File: config.mk
export PLATFORM = sky130hd
export DESIGN_NAME = util_irq_ctrl
export DESIGN_NICKNAME = d
export VERILOG_FILES = /design/src/rtl/util_irq_pkg.sv /design/src/rtl/irq_enable_reg.sv /design/src/rtl/irq_pending.sv /design/src/rtl/irq_prio_enc.sv /design/src/rtl/util_irq_ctrl.sv
export SDC_FILE = /design/constraint.sdc
export NUM_CORES = 1
export LEC_CHECK = 0
export BUFFER_PORTS_ARGS = -buffer_cell sky130_fd_sc_hd__buf_4
export CAP_MARGIN = 20
export CORE_MARGIN = 4
export CORE_UTILIZATION = 35
export DETAILED_ROUTE_END_ITERATION = 10
export PLACE_DENSITY_LB_ADDON = 0.2
export SYNTH_ARGS = -nofsm -noshare
export SYNTH_HDL_FRONTEND = slang
export SYNTH_SLANG_ARGS = --single-unit
File: constraint.sdc
create_clock -name clk_i -period 0.8 [get_ports clk_i]
set_input_delay 0.04 -clock clk_i [delete_from_list [all_inputs] [get_ports clk_i]]
set_output_delay 0.04 -clock clk_i [all_outputs]
set_load 0.03 [all_outputs]
File: src/rtl/util_irq_pkg.sv
package util_irq_pkg;
  localparam int unsigned NSRC  = 8;
  localparam int unsigned LVL_W = 3;
  localparam int unsigned SYSFAIL_BIT = 6;

  typedef logic [NSRC-1:0]  src_vec_t;
  typedef logic [LVL_W-1:0] lvl_t;

  localparam src_vec_t IMPL_MASK  = src_vec_t'(8'hFE);
  localparam src_vec_t LEVEL_MASK = src_vec_t'(1) << SYSFAIL_BIT;
  localparam src_vec_t EDGE_MASK  = IMPL_MASK & ~LEVEL_MASK;

  function automatic lvl_t src_level(int unsigned idx);
    case (idx)
      1:       return lvl_t'(1);
      2, 4:    return lvl_t'(3);
      3:       return lvl_t'(2);
      5:       return lvl_t'(5);
      6:       return lvl_t'(6);
      7:       return lvl_t'(7);
      default: return lvl_t'(0);
    endcase
  endfunction
endpackage

File: src/rtl/irq_enable_reg.sv
module irq_enable_reg
  import util_irq_pkg::*;
#(
  parameter int unsigned W = NSRC
) (
  input  logic         clk_i,
  input  logic         rst_ni,
  input  logic         we_i,
  input  logic [W-1:0] wdata_i,
  output logic [W-1:0] en_o
);
  localparam logic [W-1:0] MASK = W'(IMPL_MASK);

  logic [W-1:0] en_q;

  always_ff @(posedge clk_i or negedge rst_ni) begin
    if (!rst_ni)   en_q <= '0;
    else if (we_i) en_q <= wdata_i & MASK;
  end

  assign en_o = en_q;

  assert_en_write_R2: assert property (@(posedge clk_i) disable iff (!rst_ni)
    we_i |=> en_o == ($past(wdata_i) & MASK));
  assert_en_hold_R2: assert property (@(posedge clk_i) disable iff (!rst_ni)
    !we_i |=> $stable(en_o));
endmodule

File: src/rtl/irq_pending.sv
module irq_pending
  import util_irq_pkg::*;
#(
  parameter int unsigned W  = NSRC,
  parameter int unsigned LW = LVL_W
) (
  input  logic          clk_i,
  input  logic          rst_ni,
  input  logic [W-1:0]  evt_i,
  input  logic          sysfail_ni,
  input  logic          clr_we_i,
  input  logic [W-1:0]  clr_wdata_i,
  input  logic          ack_i,
  input  logic [LW-1:0] ack_lvl_i,
  output logic [W-1:0]  pend_o
);
  localparam logic [W-1:0] EDGES = W'(EDGE_MASK);

  logic [W-1:0] set_vec, clr_vec, ack_vec, pend_q;

  assign set_vec = evt_i & EDGES;
  assign clr_vec = clr_we_i ? (clr_wdata_i & EDGES) : '0;

  for (genvar i = 0; i < W; i++) begin : g_src
    if (EDGES[i]) begin : g_edge
      assign ack_vec[i] = ack_i && (ack_lvl_i == LW'(src_level(i)));
      always_ff @(posedge clk_i or negedge rst_ni) begin
        if (!rst_ni) pend_q[i] <= 1'b0;
        else         pend_q[i] <= set_vec[i] | (pend_q[i] & ~clr_vec[i] & ~ack_vec[i]);
      end
      assert_evt_sets_R3: assert property (@(posedge clk_i) disable iff (!rst_ni)
        evt_i[i] |=> pend_o[i]);
      assert_sticky_R3: assert property (@(posedge clk_i) disable iff (!rst_ni)
        pend_o[i] && !(clr_we_i && clr_wdata_i[i]) && !ack_vec[i] |=> pend_o[i]);
      assert_ack_clears_R5: assert property (@(posedge clk_i) disable iff (!rst_ni)
        ack_vec[i] && !evt_i[i] |=> !pend_o[i]);
    end else if (i == SYSFAIL_BIT) begin : g_level
      assign ack_vec[i] = 1'b0;
      always_ff @(posedge clk_i or negedge rst_ni) begin
        if (!rst_ni) pend_q[i] <= 1'b0;
        else         pend_q[i] <= ~sysfail_ni;
      end
      assert_sysfail_track_R6: assert property (@(posedge clk_i) disable iff (!rst_ni)
        1'b1 |=> pend_o[i] == !$past(sysfail_ni));
    end else begin : g_rsvd
      assign ack_vec[i] = 1'b0;
      assign pend_q[i]  = 1'b0;
    end
  end

  assign pend_o = pend_q;
endmodule

File: src/rtl/irq_prio_enc.sv
module irq_prio_enc
  import util_irq_pkg::*;
#(
  parameter int unsigned W  = NSRC,
  parameter int unsigned LW = LVL_W
) (
  input  logic          clk_i,
  input  logic          rst_ni,
  input  logic [W-1:0]  pend_i,
  input  logic [W-1:0]  en_i,
  input  logic          master_en_i,
  output logic [LW-1:0] ipl_o
);
  logic [W-1:0]  act;
  logic [LW-1:0] best, ipl_q;

  assign act = pend_i & en_i;

  always_comb begin
    best = '0;
    for (int unsigned i = 0; i < W; i++) begin
      if (act[i] && (LW'(src_level(i)) > best)) best = LW'(src_level(i));
    end
  end

  always_ff @(posedge clk_i or negedge rst_ni) begin
    if (!rst_ni) ipl_q <= '0;
    else         ipl_q <= master_en_i ? best : '0;
  end

  assign ipl_o = ipl_q;

  assert_master_gate_R9: assert property (@(posedge clk_i) disable iff (!rst_ni)
    !master_en_i |=> ipl_o == '0);
  assert_masked_silent_R10: assert property (@(posedge clk_i) disable iff (!rst_ni)
    (pend_i & en_i) == '0 |=> ipl_o == '0);
  assert_level_pending_R8: assert property (@(posedge clk_i) disable iff (!rst_ni)
    master_en_i && pend_i[7] && en_i[7] |=> ipl_o == LW'(7));
endmodule

File: src/rtl/util_irq_ctrl.sv
module util_irq_ctrl
  import util_irq_pkg::*;
(
  input  logic             clk_i,
  input  logic             rst_ni,
  input  logic             en_we_i,
  input  logic [NSRC-1:0]  en_wdata_i,
  output logic [NSRC-1:0]  en_rdata_o,
  input  logic             clr_we_i,
  input  logic [NSRC-1:0]  clr_wdata_i,
  output logic [NSRC-1:0]  pend_o,
  input  logic [NSRC-1:0]  evt_i,
  input  logic             sysfail_ni,
  input  logic             master_en_i,
  input  logic             ack_i,
  input  logic [LVL_W-1:0] ack_lvl_i,
  output logic [LVL_W-1:0] ipl_o
);
  logic [NSRC-1:0] en, pend;

  irq_enable_reg #(.W(NSRC)) u_en (
    .clk_i   (clk_i),
    .rst_ni  (rst_ni),
    .we_i    (en_we_i),
    .wdata_i (en_wdata_i),
    .en_o    (en)
  );

  irq_pending #(.W(NSRC), .LW(LVL_W)) u_pend (
    .clk_i       (clk_i),
    .rst_ni      (rst_ni),
    .evt_i       (evt_i),
    .sysfail_ni  (sysfail_ni),
    .clr_we_i    (clr_we_i),
    .clr_wdata_i (clr_wdata_i),
    .ack_i       (ack_i),
    .ack_lvl_i   (ack_lvl_i),
    .pend_o      (pend)
  );

  irq_prio_enc #(.W(NSRC), .LW(LVL_W)) u_enc (
    .clk_i       (clk_i),
    .rst_ni      (rst_ni),
    .pend_i      (pend),
    .en_i        (en),
    .master_en_i (master_en_i),
    .ipl_o       (ipl_o)
  );

  assign en_rdata_o = en;
  assign pend_o     = pend;
endmodule

[After elaboration in Yosys (flattened, before gate mapping)]
Cells that the tools add are included.
Word-level totals
  flip-flop bits (word level): 17
  bits in latches: 0
  bits in writable memories: 0
  ROM bits: 0
  bits of input ports: 34
  output and inout bits: 19
  logic and storage cells: 71
  memories kept: 0
Operators by class
  add/subtract/negate cells: 0
  $mul: 0
  divide/modulo/power cells: 0
  magnitude comparators: 6
  eq/ne operators: 5
  shift-type cells: 0
  muxes and demuxes: 9
  bitwise logic cells: 31
  reduce and logical (&&, ||, !) cells: 11
Operators with widths (count)
  $mux W3: 6
  $and A1 B1 Y1: 12
  $not A1 Y1: 12
  $logic_and A1 B1 Y1: 11
  $gt A2 B3 Y1 const A: 3
  $gt A3 B3 Y1 const A: 3
  $and A8 B8 Y8: 1
  $mux W8: 1
  $eq A3 B2 Y1 const B: 2
  $eq A3 B3 Y1 const B: 2
  $or A1 B1 Y1: 6
  $eq A3 B1 Y1 const B: 1
  $mux W2: 1
  $mux W1: 1

[Longest topological paths before layout]
Gate-level depths: netlist of the first run.
  word-level depth: 21
  gate-level depth with buffers: 3
  mapped depth without buffers: 3

[By module]
Synthesis of the first run repeated with hierarchy kept, for this count alone.
Second synthesis, totals
  cells, all modules: 59
  area total of the unflattened synthesis: 760.7 µm²
By module, submodules not included
  irq_pending: instances 1, cells each 27, area an instance 311.5 µm², sequential area each 175.2 µm²
  irq_enable_reg: instances 1, cells each 17, area an instance 302.8 µm², sequential area each 175.2 µm²
  irq_prio_enc: instances 1, cells each 15, area an instance 146.4 µm², sequential area each 75.1 µm²

[Worst setup path after synthesis of the first run]
No wires, ideal clock.
  path type: register -> register
  start point: reg u_pend.pend_q[7] (netlist: u_pend.pend_o[7])
  end point: reg u_enc.ipl_q[0] (netlist: u_enc.ipl_o[0])
  setup time: 0.088 ns
  data arrival time: 0.984 ns
  data required time: 0.712 ns
  setup slack: -0.272 ns
  stages on the path, launching flop included: 4
  buffers on the path: 0
  period minus slack after synthesis: 1.072 ns
  cell sequence: dfrtp_1 nand2_1 a31o_1 a41oi_1
On the way
  word-level cells in the longest chain between the ends: 4
RTL lines
  from (decl): line irq_pending.sv:19  | logic [W-1:0] set_vec, clr_vec, ack_vec, pend_q;
  from (signal, indexed assignment): line irq_pending.sv:29  | else pend_q[i] <= set_vec[i] | (pend_q[i] & ~clr_vec[i] & ~ack_vec[i]);
  $and A8 B8 Y8: line irq_prio_enc.sv:17  | assign act = pend_i & en_i;
  $logic_and A1 B1 Y1: line irq_prio_enc.sv:22  | if (act[i] && (LW'(src_level(i)) > best)) best = LW'(src_level(i));
  $mux W3: line irq_prio_enc.sv:22
  $mux W3: line irq_prio_enc.sv:28  | else ipl_q <= master_en_i ? best : '0;
  to (signal assigned): line irq_prio_enc.sv:28
  to (decl): line irq_prio_enc.sv:15  | logic [LW-1:0] best, ipl_q;
No other way between the ends.
A chain may end at the register's enable or synchronous reset.

[Worst setup path after layout of the first run]
  start point: reg u_pend.pend_q[2] (netlist: u_pend.pend_o[2])
  end point: reg u_enc.ipl_q[1] (netlist: u_enc.ipl_o[1])
On the way
  word-level cells in the longest chain between the ends: 19
RTL lines (line)
  $and A8 B8 Y8 (*): irq_prio_enc.sv:17
  $logic_and A1 B1 Y1 (*): irq_prio_enc.sv:22
  $mux W2 (*): irq_prio_enc.sv:22
  $gt A2 B3 Y1: irq_prio_enc.sv:22
  $logic_and A1 B1 Y1: irq_prio_enc.sv:22
  $mux W3 (*): irq_prio_enc.sv:22
  $gt A2 B3 Y1: irq_prio_enc.sv:22
  $logic_and A1 B1 Y1: irq_prio_enc.sv:22
  [3 not listed]
  $mux W3 (*): irq_prio_enc.sv:22
  $gt A3 B3 Y1: irq_prio_enc.sv:22
  $logic_and A1 B1 Y1: irq_prio_enc.sv:22
  $mux W3 (*): irq_prio_enc.sv:22
  $gt A3 B3 Y1: irq_prio_enc.sv:22
  $logic_and A1 B1 Y1: irq_prio_enc.sv:22
  $mux W3 (*): irq_prio_enc.sv:22
  $mux W3 (*): irq_prio_enc.sv:28
Mark *: on every way between the ends. The rest lies on a longest branch, timed or not.

==> impl_metrics.env, run 1 <==
export IMPL_status="finished with violations"
export IMPL_violations="setup timing"
export IMPL_yosysSeqAreaShare=0.580
export IMPL_cts_made_buffers=3
export IMPL_final_area_mm2=0.00154
export IMPL_ios=53
export IMPL_yosys_area_top_type="dfrtp_1"
export IMPL_synthToLayoutAreaGrowth_pct=110
export IMPL_wl_met2_mm=1.16
export IMPL_clock_fmax_ghz=0.955
export IMPL_crit_chain="buf_6 > a22oi_2 > a22o_1 > a21oi_2"
export IMPL_synth_area_leaders="dfrtp_1 58%, mux2_2 11%, a31o_1 7.2%"
export IMPL_worst_slack_ns=-0.247
export IMPL_diodes=0
export IMPL_gp_congestion=0.801
export IMPL_core_mm2=0.00198
export IMPL_crit_required_ns=0.98
export IMPL_fin_crit_sh=1.31
export IMPL_cts_tree="built"
export IMPL_ys_warnings_count=0
export IMPL_via_count=741
export IMPL_peakVddDrop_mv=0.855
export IMPL_place_inst=138
export IMPL_grt_pass1_wl_mm=3.59
export IMPL_clock_latency_ns=0.29
export IMPL_maxSlewViolCount=0
export IMPL_layout_common_cells="30 x buf_4, 30 x buf_6, 15 x dlygate4sd3_1, 14 x dfrtp_2, 10 x nand2_1"
export IMPL_ys_ff_latch=17
export IMPL_skew_ns=0.00600
export IMPL_crit_path_max_incr_delay_ns=0.43
export IMPL_fin_cells=164
export IMPL_cp_end_kind="flop"
export IMPL_postSynthAreaPerCell_um2=12.2
export IMPL_multi_input_area_um2=314
export IMPL_setup_violations=32
export IMPL_period_minus_slack_ns=1.05
export IMPL_fp_row_count=16
export IMPL_grt_max_degree=18
export IMPL_post_dp_hpwl_mm=1.49
export IMPL_cellLeakagePower_nw=0.699
export IMPL_first_pass_iters=2
export IMPL_root_buffer="clkbuf_4"
export IMPL_cp_slowest_cell="dfrtp_2"
export IMPL_ctsHtreeMaxLevel=1
export IMPL_crit_arrival_ns=1.23
export IMPL_start_util=0.370
export IMPL_gr_total_overflow=0
export IMPL_dpl_cell_area_mm2=0.00118
export IMPL_hp_class="in -> reg"
export IMPL_path_clk_slew_ns=0.10
export IMPL_port_buffers=45
export IMPL_antenna_found_initial=0
export IMPL_cp_start_kind="flop"
export IMPL_dr_max_layer_used="met4"
export IMPL_wirelength_mm=2.17
export IMPL_grt_pass1_vias=826
export IMPL_yosysTopAreaCellShare=0.580
export IMPL_path_buf_inv=1
export IMPL_clk_path_buf_depth=2
export IMPL_fin_nets=172
export IMPL_ant_nets=0
export IMPL_detail_route_wl_per_cell_um=13.2
export IMPL_wirelength_met1_um=836
export IMPL_die_w_um=53.8
export IMPL_worst_path_max_fanout=2
export IMPL_setup_tns_ns=-3.33
export IMPL_path_class="reg -> reg"
export IMPL_drive_gt1_frac=0.672
export IMPL_regArea_um2=443
export IMPL_synthesis_area_um2=733
export IMPL_die_h_um=53.8
export IMPL_die_area_mm2=0.00289
export IMPL_synth_cell_types=19
export IMPL_viasPerCell=4.52
export IMPL_synthCells=60
export IMPL_wl_met3_um=139
export IMPL_grt_total_usage=0.177
export IMPL_drc=0
export IMPL_drt_iter0_markers=3
export IMPL_critPathTopFamily="flip-flops"
export IMPL_power_density_mw_per_mm2=1520
export IMPL_rsz0062_at_grt="true"
export IMPL_cts_num_sinks=17
export IMPL_fill_cells=125
export IMPL_finalHoldViolations=0
export IMPL_drv_cap=0
[timing repair]
action                                  4_1_cts  5_1_grt
pin swaps                                     3        6
hold endpoints to repair                     31        0
endpoints found under the setup margin       27       33
resized for setup                            30        3
buffers inserted                              7        0
hold buffers                                 15        0
[state kept, by name, summed over array words and instances, names as in the netlist]
name / cells
u_en.en_o: 7
u_enc.ipl_o: 3
u_pend.pend_o: 7
[per-layer routing]
metal | up-vias | track usage
li1 | 366 | -
met1 | 346 | 0.190
met2 | 27 | 0.323
met3 | 2 | 0.0249
met4 | 0 | 0.111
met5 | - | 0
[where the power goes]
part	total, mW	internal, mW	switching (mW)	leakage [nW]
logic	0.860	0.487	0.373	0.504
clock network	0.463	0.194	0.269	0.0150
registers	1.02	0.948	0.0715	0.180
[path summary, 6_finish.rpt]
kind / start / end / slack [ns] / cells after the start
worst max-delay path: u_pend.pend_o[2]$_DFF_PN0_ / u_enc.ipl_o[1]$_DFF_PN0_ / -0.25 / 4
worst min-delay path: master_en_i / u_enc.ipl_o[1]$_DFF_PN0_ / 0.02 / 3
worst max register to register: u_pend.pend_o[2]$_DFF_PN0_ / u_enc.ipl_o[1]$_DFF_PN0_ / -0.25 / 4
worst min register to register: u_en.en_o[1]$_DFFE_PN0P_ / u_en.en_o[1]$_DFFE_PN0P_ / 0.56 / 1
max in group asynchronous: rst_ni / u_en.en_o[7]$_DFFE_PN0P_ / 0.46 / 2
min in group asynchronous: rst_ni / u_en.en_o[4]$_DFFE_PN0P_ / 0.14 / 2
[cells by family after synthesis]
group / share of synthesized area
buf+inv: 0.0375
simple gates: 0.128
flops: 0.580
other cells: 0.00511
mux: 0.108
compound gates: 0.142
[layout make-up]
cell class,count,area share
flip-flops and latches,17,0.288
repair buffers,75,0.464
clock buffers,4,0.0171
inverters,2,0.00488
well taps,27,0.0220
multi-input cells,39,0.204
[metrics by stage]
step                      power [mW]  setup WS, ns  hold slack, ns  utilization
final                           2.34        -0.247          0.0178        0.776
after global routing            2.45        -0.278          0.0382        0.776
after CTS                       2.33        -0.217          0.0132        0.768
after detailed placement        1.67        -0.133         -0.0853        0.593
after global placement          1.66        -0.115         -0.0873        0.593
after floorplan                 1.34        -0.184          -0.256            -
[worst register-to-register path, stage by stage (launching register included)]
cell	delay [ns]
dfrtp_2	0.43
buf_6	0.11
a22oi_2	0.18
a22o_1	0.17
a21oi_2	0.05
[synth_stat cells, drive strengths merged]
| library cell | number |
|---|---|
| a31o | 7 |
| nand4 | 1 |
| mux2 | 7 |
| dfrtp | 17 |
| nor2b | 2 |
| inv | 2 |
| nand2 | 10 |
| a22oi | 2 |
| nand3 | 3 |
| a21oi | 2 |
| a22o | 1 |
| conb | 1 |
| buf | 3 |
| nand3b | 1 |
| a41oi | 1 |
Power figures use the tool's default switching activity.
==> run 2, diff against run 1 <==
- SETUP_SLACK_MARGIN: unset -> 0.4
==> run 2 against run 1 <==
Against the previous run: the run ends with hold timing, setup timing left; total power decreased by 2.3%; clock power decreased by 2%; critical path depth decreased by 2; maximum frequency increased by 2.5%; design area decreased by 8.6%; utilization decreased by 6.7 points; die area unchanged; critical path type is now reg -> out; largest power group unchanged.
==> impl_metrics.env, run 2 (same netlist as run 1, synthesis figures left out) <==
export IMPL_status="finished with violations"
export IMPL_violations="hold timing, setup timing"
export IMPL_core_mm2=0.00198
export IMPL_finalHoldViolations=13
export IMPL_viasPerCell=4.75
export IMPL_crit_path_max_incr_delay_ns=0.44
export IMPL_first_pass_iters=3
export IMPL_die_w_um=53.8
export IMPL_port_buffers=45
export IMPL_period_minus_slack_ns=1.02
export IMPL_layout_common_cells="32 x buf_4, 30 x buf_6, 16 x dfrtp_2, 10 x nand2_1, 7 x mux2_2"
export IMPL_setup_violations=30
export IMPL_die_h_um=53.8
export IMPL_fill_cells=155
export IMPL_gp_congestion=0.833
export IMPL_skew_ns=0.00117
export IMPL_cp_slowest_cell="dfrtp_2"
export IMPL_final_common_cell="buf_4"
export IMPL_hp_class="in -> reg"
export IMPL_start_util=0.370
export IMPL_ant_nets=0
export IMPL_grt_pass1_vias=730
export IMPL_gr_total_overflow=0
export IMPL_grt_total_usage=0.165
export IMPL_peakVddDrop_mv=1.08
export IMPL_cp_end_kind="output port"
export IMPL_fin_cells=152
export IMPL_rsz0062_at_grt="true"
export IMPL_detail_route_wl_per_cell_um=14.5
export IMPL_ctsHtreeMaxLevel=1
export IMPL_power_density_mw_per_mm2=1630
export IMPL_cts_tree="built"
export IMPL_path_buf_inv=2
export IMPL_crit_required_ns=0.76
export IMPL_place_ws_ns=-0.145
export IMPL_antenna_found_initial=0
export IMPL_maxSlewViolCount=0
export IMPL_path_class="reg -> out"
export IMPL_place_inst=138
export IMPL_drc=0
export IMPL_crit_arrival_ns=0.98
export IMPL_final_area_mm2=0.00141
export IMPL_drt_iter0_markers=11
export IMPL_wirelength_mm=2.20
export IMPL_crit_chain="buf_6 > buf_6"
export IMPL_diodes=0
export IMPL_finalPower_mw=2.29
export IMPL_cts_num_sinks=17
export IMPL_dpl_cell_area_mm2=0.00118
export IMPL_drv_cap=0
export IMPL_cts_made_buffers=3
export IMPL_grt_pass1_wl_mm=3.30
export IMPL_path_clk_slew_ns=0.10
export IMPL_fp_row_count=16
export IMPL_die_area_mm2=0.00289
export IMPL_fin_nets=160
export IMPL_worst_slack_ns=-0.222
export IMPL_fin_util=0.709
export IMPL_grt_max_degree=18
export IMPL_path_common_cell="buf_6"
export IMPL_post_dp_hpwl_mm=1.53
export IMPL_clock_fmax_ghz=0.979
export IMPL_cp_start_kind="flop"
export IMPL_clk_path_buf_depth=2
export IMPL_cellLeakagePower_nw=0.649
export IMPL_ctsHoldBuffers=1
export IMPL_ios=53
export IMPL_via_count=722
export IMPL_drive_gt1_frac=0.760
export IMPL_hold_ws_ns=-0.119
export IMPL_synthToLayoutAreaGrowth_pct=91.6
export IMPL_clock_latency_ns=0.28
export IMPL_critPathTopFamily="flip-flops"
export IMPL_fin_crit_sh=1.28
export IMPL_worst_path_max_fanout=2
export IMPL_root_buffer="clkbuf_4"
[run 2: cell types whose count changed in the layout (fill, tap and decap cells not counted), sizes merged]
cell         before  now
clkbuf            4    3
buf              60   62
clkinv            0    1
dlygate4sd3      15    1
[run 2: worst paths after layout]
check	from	slack [ns]	to	cells past startpoint
worst min-delay path	sysfail_ni	-0.12	u_pend.pend_o[6]$_DFF_PN0_	2
max in group asynchronous	rst_ni	0.45	u_en.en_o[5]$_DFFE_PN0P_	2
worst min register to register	u_en.en_o[3]$_DFFE_PN0P_	0.56	u_en.en_o[3]$_DFFE_PN0P_	1
worst max-delay path	u_pend.pend_o[2]$_DFF_PN0_	-0.22	pend_o[2]	2
min in group asynchronous	rst_ni	0.14	u_en.en_o[4]$_DFFE_PN0P_	2
worst max register to register	u_pend.pend_o[2]$_DFF_PN0_	-0.22	u_enc.ipl_o[1]$_DFF_PN0_	4
[run 2: layout make-up]
type	instances	area, um2	area share
sequential	17	445	0.317
clock inverter	1	5.00	0.00356
clock buffer	3	22.5	0.0160
multi-input combinational	39	303	0.215
timing repair buffer	63	588	0.419
tap	27	33.8	0.0240
inverter	2	7.51	0.00534
[run 2: power breakdown]
part / internal [mW] / switching (mW)
registers: 0.950 / 0.0718
clock network: 0.185 / 0.271
logic: 0.449 / 0.361
total: 1.58 / 0.704
[run 2: through the flow]
step / hold slack, ns / TNS [ns]
4_1_cts: -0.134 / -3.54
2_1_floorplan: -0.256 / -0.859
3_3_place_gp: -0.0880 / -0.366
5_1_grt: -0.148 / -4.69
6_report: -0.119 / -3.47
3_5_place_dp: -0.0829 / -0.444
[run 2: worst register-to-register path, delay by kind of cell, from the launching register on]
kind	cells	cell delay, ns
DFF	1	0.44
AOI/OAI and AO/OA	3	0.36
buffers and inverters	1	0.12
[run 2: what timing repair did]
item | CTS | global route
setup buffers | 8 | 1
pin swaps | 3 | 2
endpoints found under the hold margin | 31 | 14
endpoints found under the setup margin | 33 | 33
resized for setup | 28 | 3
[run 2: per-layer routing]
metal,up-vias,wire length (um),global-route usage
li1,341,-,-
met3,4,154,0.0471
met2,29,1200,0.306
met4,0,38,0.0638
met5,-,0,0
met1,348,806,0.172
